==> src/rtl/ldq_pkg.sv <==
package ldq_pkg;
  typedef enum logic [1:0] {
    K_COPY = 2'd0,
    K_CMP  = 2'd1,
    K_CALL = 2'd2,
    K_RET  = 2'd3
  } kind_e;

  typedef enum logic [2:0] {
    S_IDLE, S_FETCH, S_EXEC, S_RD, S_RWAIT, S_WR, S_NEXT
  } state_e;

  localparam int unsigned DSC_W     = 128;
  localparam int unsigned NEXT_LSB  = 8;
  localparam int unsigned TGT_LSB   = 16;
  localparam int unsigned W1_LSB    = 32;
  localparam int unsigned W2_LSB    = 64;
  localparam int unsigned W3_LSB    = 96;
endpackage

==> src/rtl/ldq_walker.sv <==
module ldq_walker #(
  parameter int unsigned AW = 16,
  parameter int unsigned CW = 16
) (
  input  logic          clk,
  input  logic          rst_n,
  input  logic          load,
  input  logic          rev,
  input  logic [AW-1:0] src,
  input  logic [AW-1:0] dst,
  input  logic [CW-1:0] cnt,
  input  logic          step,
  output logic [AW-1:0] rd_addr,
  output logic [AW-1:0] wr_addr,
  output logic          last_one
);
  logic [AW-1:0] rptr, wptr;
  logic [CW-1:0] rem;
  logic          rev_q;

  always_ff @(posedge clk or negedge rst_n) begin
    if (!rst_n) begin
      rptr  <= '0;
      wptr  <= '0;
      rem   <= '0;
      rev_q <= 1'b0;
    end else if (load) begin
      rptr  <= rev ? src + AW'(cnt) - AW'(1) : src;
      wptr  <= dst;
      rem   <= cnt;
      rev_q <= rev;
    end else if (step) begin
      rptr  <= rev_q ? rptr - AW'(1) : rptr + AW'(1);
      wptr  <= wptr + AW'(1);
      rem   <= rem - CW'(1);
    end
  end

  assign rd_addr  = rptr;
  assign wr_addr  = wptr;
  assign last_one = (rem == CW'(1));

  p_step_in_range_r2: assert property (@(posedge clk) disable iff (!rst_n)
    step |-> rem != '0);
endmodule

==> src/rtl/ldq_link.sv <==
module ldq_link #(
  parameter int unsigned PW = 6
) (
  input  logic          clk,
  input  logic          rst_n,
  input  logic          clear,
  input  logic          push,
  input  logic [PW-1:0] push_ptr,
  input  logic          pop,
  output logic          pending,
  output logic [PW-1:0] ret_ptr
);
  always_ff @(posedge clk or negedge rst_n) begin
    if (!rst_n) begin
      pending <= 1'b0;
      ret_ptr <= '0;
    end else if (clear) begin
      pending <= 1'b0;
    end else if (push) begin
      pending <= 1'b1;
      ret_ptr <= push_ptr;
    end else if (pop) begin
      pending <= 1'b0;
    end
  end

  p_single_level_r7: assert property (@(posedge clk) disable iff (!rst_n)
    push |-> !pending);
  p_pop_has_record_r6: assert property (@(posedge clk) disable iff (!rst_n)
    pop |-> pending);
endmodule

==> src/rtl/ldq_dma_seq.sv <==
module ldq_dma_seq
  import ldq_pkg::*;
#(
  parameter int unsigned AW = 16,
  parameter int unsigned CW = 16,
  parameter int unsigned PW = 6
) (
  input  logic          clk,
  input  logic          rst_n,
  input  logic          start,
  input  logic [PW-1:0] head_ptr,
  output logic          busy,
  output logic          done,
  output logic          err,
  output logic [PW-1:0] dsc_ptr,
  input  logic [127:0]  dsc_word,
  output logic          mem_valid,
  input  logic          mem_ready,
  output logic          mem_we,
  output logic [AW-1:0] mem_addr,
  output logic [7:0]    mem_wdata,
  input  logic          rsp_valid,
  input  logic [7:0]    rsp_data
);
  state_e           st;
  logic [DSC_W-1:0] d;
  logic [PW-1:0]    nxt;
  logic [7:0]       byte_q;
  kind_e            kind;
  logic             rev, fin, start_acc, copy_zero, hit;
  logic [PW-1:0]    f_next, f_tgt, ret_ptr;
  logic             pending, push, pop, w_load, w_step, last_one;
  logic [AW-1:0]    rd_addr, wr_addr;
  logic             unused_dsc;

  assign kind      = kind_e'(d[1:0]);
  assign rev       = d[2];
  assign fin       = d[3] && !d[1];
  assign f_next    = d[NEXT_LSB +: PW];
  assign f_tgt     = d[TGT_LSB +: PW];
  assign copy_zero = (d[W3_LSB +: CW] == '0);
  assign hit       = (((rsp_data ^ d[W3_LSB +: 8]) & d[W2_LSB +: 8]) == 8'h00);
  assign start_acc = (st == S_IDLE) && start;
  assign unused_dsc = ^d;

  assign w_load = (st == S_EXEC) && (kind == K_COPY);
  assign w_step = (st == S_WR) && mem_ready;
  assign push   = (st == S_EXEC) && (kind == K_CALL) && !pending;
  assign pop    = (st == S_EXEC) && (kind == K_RET) && pending;

  ldq_walker #(.AW(AW), .CW(CW)) u_walk (
    .clk(clk), .rst_n(rst_n), .load(w_load), .rev(rev),
    .src(d[W1_LSB +: AW]), .dst(d[W2_LSB +: AW]), .cnt(d[W3_LSB +: CW]),
    .step(w_step), .rd_addr(rd_addr), .wr_addr(wr_addr), .last_one(last_one)
  );

  ldq_link #(.PW(PW)) u_link (
    .clk(clk), .rst_n(rst_n), .clear(start_acc), .push(push),
    .push_ptr(f_next), .pop(pop), .pending(pending), .ret_ptr(ret_ptr)
  );

  assign busy      = (st != S_IDLE);
  assign mem_valid = (st == S_RD) || (st == S_WR);
  assign mem_we    = (st == S_WR);
  assign mem_wdata = byte_q;
  always_comb begin
    if (st == S_WR)          mem_addr = wr_addr;
    else if (kind == K_COPY) mem_addr = rd_addr;
    else                     mem_addr = d[W1_LSB +: AW];
  end

  always_ff @(posedge clk or negedge rst_n) begin
    if (!rst_n) begin
      st      <= S_IDLE;
      d       <= '0;
      nxt     <= '0;
      byte_q  <= '0;
      dsc_ptr <= '0;
      done    <= 1'b0;
      err     <= 1'b0;
    end else begin
      done <= 1'b0;
      unique case (st)
        S_IDLE: if (start) begin
          dsc_ptr <= head_ptr;
          err     <= 1'b0;
          st      <= S_FETCH;
        end
        S_FETCH: begin
          d  <= dsc_word;
          st <= S_EXEC;
        end
        S_EXEC: begin
          unique case (kind)
            K_COPY: begin
              nxt <= f_next;
              st  <= copy_zero ? S_NEXT : S_RD;
            end
            K_CMP: begin
              nxt <= f_next;
              st  <= S_RD;
            end
            K_CALL: if (pending) begin
              err <= 1'b1;
              st  <= S_IDLE;
            end else begin
              nxt <= f_tgt;
              st  <= S_NEXT;
            end
            K_RET: if (!pending) begin
              err <= 1'b1;
              st  <= S_IDLE;
            end else begin
              nxt <= ret_ptr;
              st  <= S_NEXT;
            end
          endcase
        end
        S_RD: if (mem_ready) st <= S_RWAIT;
        S_RWAIT: if (rsp_valid) begin
          if (kind == K_COPY) begin
            byte_q <= rsp_data;
            st     <= S_WR;
          end else begin
            if (hit) nxt <= f_tgt;
            st <= S_NEXT;
          end
        end
        S_WR: if (mem_ready) st <= last_one ? S_NEXT : S_RD;
        S_NEXT: begin
          if (fin) begin
            done <= 1'b1;
            st   <= S_IDLE;
          end else begin
            dsc_ptr <= nxt;
            st      <= S_FETCH;
          end
        end
        default: st <= S_IDLE;
      endcase
    end
  end

  p_hold_request_r9: assert property (@(posedge clk) disable iff (!rst_n)
    mem_valid && !mem_ready |=> mem_valid && $stable(mem_addr) && $stable(mem_we) && $stable(mem_wdata));
  p_read_before_write_r9: assert property (@(posedge clk) disable iff (!rst_n)
    mem_valid && mem_we && mem_ready |=> !(mem_valid && mem_we));
  p_done_single_r8: assert property (@(posedge clk) disable iff (!rst_n)
    done |=> !done);
  p_done_when_idle_r8: assert property (@(posedge clk) disable iff (!rst_n)
    done |-> !busy && !err);
  p_err_halts_r7: assert property (@(posedge clk) disable iff (!rst_n)
    $rose(err) |-> !busy);
  p_write_only_copy_r2: assert property (@(posedge clk) disable iff (!rst_n)
    mem_valid && mem_we |-> kind == K_COPY);
endmodule

==> config.mk <==
export PLATFORM = sky130hd
export DESIGN_NAME = ldq_dma_seq
export DESIGN_NICKNAME = d
export VERILOG_FILES = /design/src/rtl/ldq_pkg.sv /design/src/rtl/ldq_walker.sv /design/src/rtl/ldq_link.sv /design/src/rtl/ldq_dma_seq.sv
export SDC_FILE = /design/constraint.sdc
export NUM_CORES = 1
export LEC_CHECK = 0
export BUFFER_PORTS_ARGS = -buffer_cell sky130_fd_sc_hd__buf_4
export CELL_PAD_IN_SITES_DETAIL_PLACEMENT = 1
export CELL_PAD_IN_SITES_GLOBAL_PLACEMENT = 1
export CORE_ASPECT_RATIO = 1.5
export CORE_MARGIN = 8
export CORE_UTILIZATION = 32
export CTS_CLUSTER_DIAMETER = 80
export DETAILED_ROUTE_END_ITERATION = 10
export GPL_TIMING_DRIVEN = 0
export PLACE_DENSITY_LB_ADDON = 0.1
export SETUP_SLACK_MARGIN = 0.02
export SKIP_LAST_GASP = 1
export SLEW_MARGIN = 20
export SYNTH_ARGS = -nofsm -noshare
export SYNTH_HDL_FRONTEND = slang
export SYNTH_SLANG_ARGS = --single-unit
==> constraint.sdc <==
create_clock -name clk -period 3.2 [get_ports clk]
set_clock_uncertainty 0.2 [all_clocks]
set_input_delay 0.48 -clock clk [delete_from_list [all_inputs] [get_ports clk]]
set_output_delay 0.48 -clock clk [all_outputs]
set_load 0.02 [all_outputs]
# Word level (Yosys, flattened, before mapping)

Cells that the tools add are included.

Input bits: 147
Register bits: 193

Bitwise gates (word level): 3
Reduce and logical (&&, ||, !) cells: 28
Equality and inequality tests: 22
Add/sub/neg operators: 6
Muxes and demuxes: 42

Operator list:

| cell                                                 | number |
|---|---|
| 2-to-1 mux 16 bit                                    | 10 |
| subtractor 16 x 1 -> 16 bit, second input constant   | 3 |
| 2-to-1 mux 6 bit                                     | 7 |
| adder 16 x 1 -> 16 bit, second input constant        | 2 |
| 2-to-1 mux 3 bit                                     | 8 |
| one-hot mux 6 bit (2 select lines)                   | 2 |
| one-hot mux 3 bit (7 select lines)                   | 1 |
| one-hot mux 6 bit (3 select lines)                   | 1 |
| adder 16 bit                                         | 1 |
| equality test 16 x 1 -> 1 bit, second input constant | 1 |
| zero test 16 bit                                     | 1 |
| != test 2 bit, second input constant                 | 7 |
| one-hot mux 3 bit (4 select lines)                   | 1 |
| equality test 3 bit, second input constant           | 3 |
| 2-to-1 mux 1 bit                                     | 9 |
| AND 8 bit                                            | 1 |
| logical AND 1 bit                                    | 8 |
| zero test 8 bit                                      | 1 |
| nonzero test 2 bit                                   | 4 |
| bitwise XOR 8 bit                                    | 1 |
| equality test 3 x 2 -> 1 bit, second input constant  | 2 |
| != test 3 x 2 -> 1 bit, second input constant        | 2 |
| != test 3 bit, second input constant                 | 2 |
| AND reduction 3 bit                                  | 2 |
| 17 further kinds                                     | 21 |

# Logic depth before layout (Yosys ltp)

Gate-level depths: netlist of run 1.

Depth after elaboration: 7
Mapped depth: 14
Mapped depth without buffers: 14

# Cells and area by module

From an unflattened synthesis of run 1, not the netlist that was laid out.

Cell total of the unflattened synthesis: 903
Area total of the unflattened synthesis: 8,911.0 µm²

By module, submodules not included:

| module      | instances | area each (µm²) | cells each |
|---|---|---|---|
| ldq_walker  | 1         | 4,320.4         | 528 |
| ldq_dma_seq | 1         | 4,285.4         | 357 |
| ldq_link    | 1         | 305.3           | 18 |

# Worst setup path before layout of run 1

Ideal clock, no wire load.

Path kind: register to register
From: register d[97]
To: register u_walk.rptr[13] (netlist: u_walk.rd_addr[13])
Path slack: 0.480 ns
Stages on the path, launching flop included: 15
Data required time: 2.860 ns
Setup time: 0.140 ns
Clock period less this slack: 2.720 ns
Arrival: 2.380 ns
Buffers on the path: 0
Cells stage by stage: dfrtp_1 inv_1 ha_1 inv_1 ha_1 inv_1 fa_1 nor2b_1 o31a_1 o21ai_0 nand2b_1 a31oi_1 a211oi_1 xnor2_1 a31oi_1

Cells in the longest elaborated chain, start to end: 4

Ends and longest elaborated chain:

| element                     | RTL line          | text |
|---|---|---|
| from (decl)                 | ldq_dma_seq.sv:26 | `logic [DSC_W-1:0] d;` |
| from (signal assigned)      | ldq_dma_seq.sv:90 | `d <= dsc_word;` |
| adder 16 bit                | ldq_walker.sv:28  | `rptr <= rev ? src + AW'(cnt) - AW'(1) : src;` |
| subtractor 16 x 1 -> 16 bit | ldq_walker.sv:28  |  |
| 2-to-1 mux 16 bit           | ldq_walker.sv:28  |  |
| 2-to-1 mux 16 bit           | ldq_walker.sv:27  | `end else if (load) begin` |
| to (signal assigned)        | ldq_walker.sv:28  |  |
| to (signal assigned)        | ldq_walker.sv:33  | `rptr <= rev_q ? rptr - AW'(1) : rptr + AW'(1);` |
| to (decl)                   | ldq_walker.sv:17  | `logic [AW-1:0] rptr, wptr;` |

Every way passes these cells.
A chain may end at the register's enable or synchronous reset.

# Final worst setup path of run 1

From: register d[0]
To: output port mem_addr[8]

Cells in the longest elaborated chain, start to end: 3

Ends and longest elaborated chain:

| element           | RTL line          | text |
|---|---|---|
| zero test 2 bit   | ldq_dma_seq.sv:68 | `else if (kind == K_COPY) mem_addr = rd_addr;` |
| 2-to-1 mux 16 bit | ldq_dma_seq.sv:68 |  |
| 2-to-1 mux 16 bit | ldq_dma_seq.sv:67 | `if (st == S_WR) mem_addr = wr_addr;` |
| to (decl)         | ldq_dma_seq.sv:20 | `output logic [AW-1:0] mem_addr,` |

Every way passes these cells.

==> results_dict.tcl, run 1 <==
set metrics [dict create \
    status "finished clean" \
    synth_compound_area_share_pct 17.3 \
    clock_sinks 145 \
    die_area_sq_um 32700 \
    vias_per_cell 5.28 \
    finalCritPeriodShare_pct 97.2 \
    syn_area_per_cell_sq_um 9.16 \
    synth_xor_area_share_pct 4.34 \
    critPathBufInv 3 \
    fmax_mhz 322 \
    ant_nets 0 \
    core_sq_um 26900 \
    leakagePower_nw 4.81 \
    vias 7633 \
    max_cap_violations 0 \
    cp.arrival_ns 2.43 \
    finalWirelength_microns 32000 \
    grt_pass1_wl_microns 49300 \
    period_needed_ns 3.11 \
    synthMuxAreaShare_pct 10.1 \
    cts_buffers 17 \
    cts_buffer_depth 2 \
    io_pins 182 \
    insertion_delay_ns 0.44 \
    synthCells 947 \
    row_count 74 \
    final_net_count 1286 \
    final_cell_mix "142 x dfrtp_1, 124 x buf_4, 110 x nand2_1" \
    min_path_type "primary input to flip-flop" \
    crit_path_start_kind "flip-flop" \
    required_ns 2.52 \
    ys_seq_area_share_pct 41.8 \
    cpPeakStageDelay_ns 0.36 \
    mostFrequentLayoutCell "dfrtp_1" \
    path_cells "clkbuf_1, nor2_4, buf_2, mux2i_1, o21ai_0, buf_4" \
    gr-total-overflow 0 \
    ys_ff_latch 145 \
    grt_pass1_vias 8373 \
    synth_edf_count 0 \
    antenna_found_initial 0 \
    critical_path_class "flip-flop to primary output" \
    place_hpwl_microns 24900 \
    die_y_microns 218 \
    wire_per_inst_microns 22.1 \
    grt_use_total_pct 20.0 \
    syn-num-nets 1142 \
    worst_pin_slew_ns 0.989 \
    drt_iter0_drc 328 \
    multi_input_area_sq_um 4620 \
    synth-adder-area-share_pct 7.21 \
    root_buffer "clkbuf_16" \
    synth_top_flop_cell "dfrtp_1" \
    slew_viol_final 0 \
    end_kind "primary output" \
    synth-simple-area-share_pct 13.8 \
    drive_gt1_share_pct 21.4 \
    buffer_ports.inserted 117 \
    synth_top_family_by_area "compound AO/OA/AOI/OAI gates" \
    postSynth.asyncResetShare_pct 100 \
    cts_max_level 4 \
    synth_warnings 0 \
    finalHoldViolations 0 \
    tritoncts "done" \
    diodes 0 \
    syn_area_sq_um 8680 \
    synth.distinct_cells 60 \
    ff_latch_area_sq_um 3630 \
    critPathTopFamily "buffers and inverters" \
    firstDrtPassIters 6 \
    syn_to_final_growth_pct 23.5 \
    finalSetupViolCount 0 \
    p_per_area_nw_per_um2 1310 \
    drcViolationCount 0 \
    holdWs_ns 0.0447 \
    fp.dieW_microns 150 \
    finalWeightedCongestion 0.816 \
    fillers 3154 \
    grt_max_degree 87 \
    rsz0062_at_grt "yes" \
    peakVddDrop_uv 667 \
    path_clk_slew_ns 0.07 \
    worstPathMaxFanout 10 \
    initial_core_util_pct 32.2 \
    cp_slowest_cell "dfrtp_1" \
    post-route-util_pct 39.8 \
    max_slew_margin_pct 34.0 \
]
[synth_stat cells, types with 2 or more instances]
| library cell | instances | area, sq um |
|---|---|---|
| o211ai_1 | 9 | 67.6 |
| nor2_1 | 51 | 191 |
| or3_1 | 2 | 12.5 |
| nor3b_1 | 4 | 30.0 |
| xor2_1 | 26 | 228 |
| nor3_1 | 14 | 70.1 |
| nand2b_1 | 4 | 25.0 |
| nor2b_1 | 6 | 37.5 |
| o221ai_1 | 5 | 43.8 |
| or4_1 | 4 | 30.0 |
| a221oi_1 | 2 | 17.5 |
| nand3b_1 | 7 | 52.6 |
| mux2i_1 | 28 | 280 |
| and3_1 | 11 | 68.8 |
| and2_1 | 2 | 12.5 |
| buf_2 | 4 | 20.0 |
| o21a_1 | 3 | 22.5 |
| ha_1 | 46 | 576 |
| a21o_1 | 7 | 52.6 |
| o21ai_0 | 104 | 521 |
| a211oi_1 | 9 | 67.6 |
| nand3_1 | 21 | 105 |
| inv_1 | 76 | 285 |
| a22oi_1 | 5 | 37.5 |
| fa_1 | 2 | 40.0 |
| nand4_1 | 6 | 37.5 |
| o21ai_1 | 7 | 35.0 |
| buf_1 | 4 | 15.0 |
| o21bai_1 | 2 | 15.0 |
| dfrtp_1 | 145 | 3630 |
| o311ai_0 | 7 | 61.3 |
| inv_2 | 2 | 7.51 |
| xnor2_1 | 17 | 149 |
| o22ai_1 | 12 | 75.1 |
| a221o_1 | 6 | 60.1 |
| nor4_1 | 7 | 43.8 |
| clkbuf_1 | 37 | 139 |
| mux2_2 | 53 | 597 |
| nand2_1 | 110 | 413 |
| a32oi_1 | 2 | 17.5 |
| a21oi_1 | 46 | 230 |
| a31oi_1 | 14 | 87.6 |
[per-layer routing]
metal / vias to the layer above / track usage (%) / share of wire, %
met4: 0 / 6.85 / 2.5
met5: - / 0 / 0
met3: 30 / 2.95 / 3.1
li1: 3639 / - / -
met1: 3833 / 21.9 / 39
met2: 131 / 37.8 / 55
[flip-flops by register name, summed over array words and instances (netlist names)]
name and count:
u_walk.rd_addr 16, done 1, u_link.pending 1, dsc_ptr 6, err 1, u_link.ret_ptr 6, d 64, mem_wdata 8
u_walk.rem 16, nxt 6, st 3, u_walk.wr_addr 16, u_walk.rev_q 1
[tightest hold or removal path, cell delays in order]
cell     delay (ns)
buf_4          0.08
nand2_1        0.03
o21ai_0        0.05
[cell families after synthesis]
group                      after synthesis
and+or+nand+nor                        255
AOI/OAI and AO/OA                      250
DFF                                    145
buffers and inverters                  124
muxes                                   81
adders and majority gates               49
xor gates and xnor gates                43
[where the power goes]
part           internal (mW)  switching (mW)
combinational           3.44            4.94
clock                   1.19           0.833
sequential              2.75           0.915
[metrics by stage]
stage          total power, mW  TNS (ns)  std cells  area (sq um)  setup slack, ns
2_1_floorplan             8.94         0        947          8680            0.480
3_3_place_gp              11.7   -0.0494       1406          9980          -0.0494
3_5_place_dp              11.8    -0.103       1407         10000           -0.103
4_1_cts                   14.0         0       1442         10600           0.0208
5_1_grt                   15.2    -0.112       1446         10700          -0.0802
6_report                  14.1         0       1446         10700           0.0908
[final timing paths]
path	from	depth (start not counted)	to	slack, ns
min in group asynchronous	rst_n	2	d[77]	0.37
hold reg to reg	u_link.ret_ptr[5]	1	u_link.ret_ptr[5]	0.30
max in group asynchronous	rst_n	3	d[103]	1.55
setup reg to reg	d[44]	11	u_walk.rd_addr[15]	0.15
setup / recovery	d[0]	6	mem_addr[8]	0.09
hold / removal	dsc_word[40]	3	d[40]	0.04
[final cells by class]
cell class                      instances  area share [%]
Buffer                                 43            1.58
Clock buffer                           20            4.26
Clock inverter                         12            1.24
Inverter                               79            2.77
Multi-Input combinational cell        678            43.1
Sequential cell                       145            33.9
Tap cell                              342            3.99
Timing Repair Buffer                  127            9.17
[what timing repair did]
| item | in CTS | in global routing |
|---|---|---|
| buffers inserted | 2 | 6 |
| hold buffers | 1 | 0 |
| pin swaps | 1 | 1 |
| resized for setup | 4 | 15 |
| endpoints found under the hold margin | 59 | 0 |
| endpoints found under the setup margin | 18 | 33 |
| gates cloned | 0 | 0 |
No activity file was read; power rests on OpenSTA's default activity.
==> run 2, diff against run 1 <==
Settings changed: CORE_UTILIZATION 32 to 30, SYNTH_HIERARCHICAL set to 1.
==> run 2 against run 1 <==
Effect of this change:
- via count fell by 5.0%
- critical endpoint is now u_walk/rd_addr[15]
- register-to-register slack lost 0.03 ns
- count of clock-buffer cells in the layout stayed put
- clock power barely moved
- global-route usage decreased by 1.8 points
- synthesized cell count decreased by 4.6%
- combinational power increased by 4.3%
- area after synthesis rose by 2.7%
==> results_dict.tcl, run 2 <==
set metrics [dict create \
    grt_pass1_vias 8133 \
    cts_buffer_depth 2 \
    synth_top_area_cell "dfrtp_1" \
    p_per_area_nw_per_um2 1310 \
    syn_to_final_growth_pct 25.0 \
    insertion_delay_ns 0.44 \
    end_kind "flip-flop" \
    place_hpwl_microns 24600 \
    row_count 77 \
    drcViolationCount 0 \
    finalHoldViolations 0 \
    synth_top_area_share_pct 40.7 \
    yosysMostFrequentCell "dfrtp_1" \
    worst_pin_slew_ns 0.698 \
    firstDrtPassIters 4 \
    largest_register_ffs 64 \
    antenna_found_initial 0 \
    post-route-util_pct 37.9 \
    peakVddDrop_uv 377 \
    drt_iter0_drc 235 \
    tritoncts "done" \
    period_needed_ns 3.08 \
    crit_path_start_kind "flip-flop" \
    final_cell_mix "138 x dfrtp_1, 125 x buf_4, 79 x mux2_2" \
    final_net_count 1243 \
    synth_warnings 6 \
    ant_nets 0 \
    synth.distinct_cells 68 \
    slew_viol_final 0 \
    syn_area_sq_um 8910 \
    vias_per_cell 4.99 \
    regMostFlops "d" \
    core_sq_um 29400 \
    cts_max_level 4 \
    vias 7255 \
    root_buffer "clkbuf_16" \
    syn_area_per_cell_sq_um 9.87 \
    max_cap_violations 0 \
    finalWirelength_microns 31300 \
    ys_seq_area_share_pct 40.7 \
    postSynth.asyncResetShare_pct 100 \
    mostFrequentLayoutCell "dfrtp_1" \
    synthCells 903 \
    critical_path_class "flip-flop to flip-flop" \
    required_ns 3.30 \
    leakagePower_nw 4.97 \
    fp.dieW_microns 157 \
    synth_edf_count 0 \
    finalWeightedCongestion 0.789 \
    fmax_mhz 324 \
    gr-total-overflow 0 \
    cts_buffers 17 \
    setup_tns_ns 0 \
    max_slew_margin_pct 53.5 \
    rsz0062_at_grt "yes" \
    cp.arrival_ns 3.18 \
    ys_ff_latch 145 \
    synth.area.top_cells "dfrtp_1 41%, mux2_2 10%, ha_1 6.5%" \
    min_path_type "primary input to flip-flop" \
    grt_max_degree 74 \
    wire_per_inst_microns 21.5 \
    finalCritPeriodShare_pct 96.3 \
    diodes 0 \
    initial_core_util_pct 30.3 \
    synth_top_flop_cell "dfrtp_1" \
    die_y_microns 227 \
    worstPathMaxFanout 5 \
    synth_common_cells "145 x dfrtp_1, 79 x mux2_2, 73 x inv_1" \
    buffer_ports.inserted 117 \
    grt_pass1_wl_microns 47800 \
    clock_sinks 145 \
    drive_gt1_share_pct 29.6 \
    status "finished clean" \
    io_pins 182 \
    path_clk_slew_ns 0.07 \
    finalSetupViolCount 0 \
    syn-num-nets 1098 \
    die_area_sq_um 35600 \
    grt_use_total_pct 18.2 \
]
-- run 2: area by class of cell --
cell class / instances / area (sq um)
Clock buffer: 20 / 467
Clock inverter: 11 / 104
Tap cell: 395 / 494
Sequential cell: 145 / 3640
Multi-Input combinational cell: 643 / 4910
Inverter: 74 / 279
Timing Repair Buffer: 127 / 996
Fill cell: 3361 / 18200
Buffer: 40 / 245
-- run 2: logic make-up after synthesis --
kind of cell    count (synthesis)  synth area share, %
compound gates                186                 12.9
xor+xnor                       61                 6.00
fa+ha+maj                      49                 7.02
buf+inv                       115                 5.77
flops                         145                 40.7
mux                           120                 14.9
simple gates                  227                 12.7
-- run 2: timing repair --
action,4_1_cts,5_1_grt
buffers inserted,2,6
hold buffers,1,0
endpoints found under the setup margin,47,17
resized for setup,14,36
pin swaps,0,16
endpoints found under the hold margin,72,0
-- run 2: stage by stage --
| step | hold slack, ns | setup WS (ns) | cells | instance area (sq um) | power (mW) |
|---|---|---|---|---|---|
| 2_1_floorplan | -0.0156 | 0.357 | 903 | 8910 | 9.29 |
| 3_3_place_gp | 0.263 | -0.637 | 1415 | 10300 | 12.1 |
| 3_5_place_dp | 0.275 | -0.625 | 1416 | 10300 | 12.2 |
| 4_1_cts | 0.0388 | 0.0203 | 1449 | 11000 | 14.4 |
| 5_1_grt | 0.0442 | -0.00677 | 1455 | 11100 | 15.7 |
| 6_report | 0.0623 | 0.118 | 1455 | 11100 | 14.6 |
-- run 2: power by group --
group / total, mW / internal [mW] / switching, mW
sequential: 3.84 / 2.77 / 1.07
clock: 1.99 / 1.13 / 0.858
combinational: 8.75 / 3.96 / 4.79
-- run 2: worst paths after layout --
check / from / endpoint / slack (ns) / cells past startpoint
setup / recovery: d[99] / u_walk/rd_addr[15] / 0.12 / 12
hold / removal: dsc_word[107] / d[107] / 0.06 / 2
setup reg to reg: d[99] / u_walk/rd_addr[15] / 0.12 / 12
hold reg to reg: d[72] / u_walk/wr_addr[8] / 0.29 / 2
max in group asynchronous: rst_n / u_walk/rev_q / 1.55 / 3
min in group asynchronous: rst_n / u_walk/rem[11] / 0.42 / 2
-- run 2: critical path, cell delays in order (launching register included) --
cell,delay (ns)
dfrtp_2,0.43
inv_1,0.06
ha_1,0.26
inv_1,0.04
ha_1,0.33
nor2b_2,0.18
o31a_1,0.33
o31ai_2,0.29
o211ai_1,0.15
and3_1,0.21
o21ai_2,0.18
xor2_1,0.18
mux2i_1,0.09
-- run 2: metal layers --
layer	GRT usage (%)	part of all wire, %	vias up
met5	0	0	-
met4	6.35	2.1	0
met3	3.86	3.4	36
met2	36.5	58	112
met1	17.9	36	3659
li1	-	-	3448
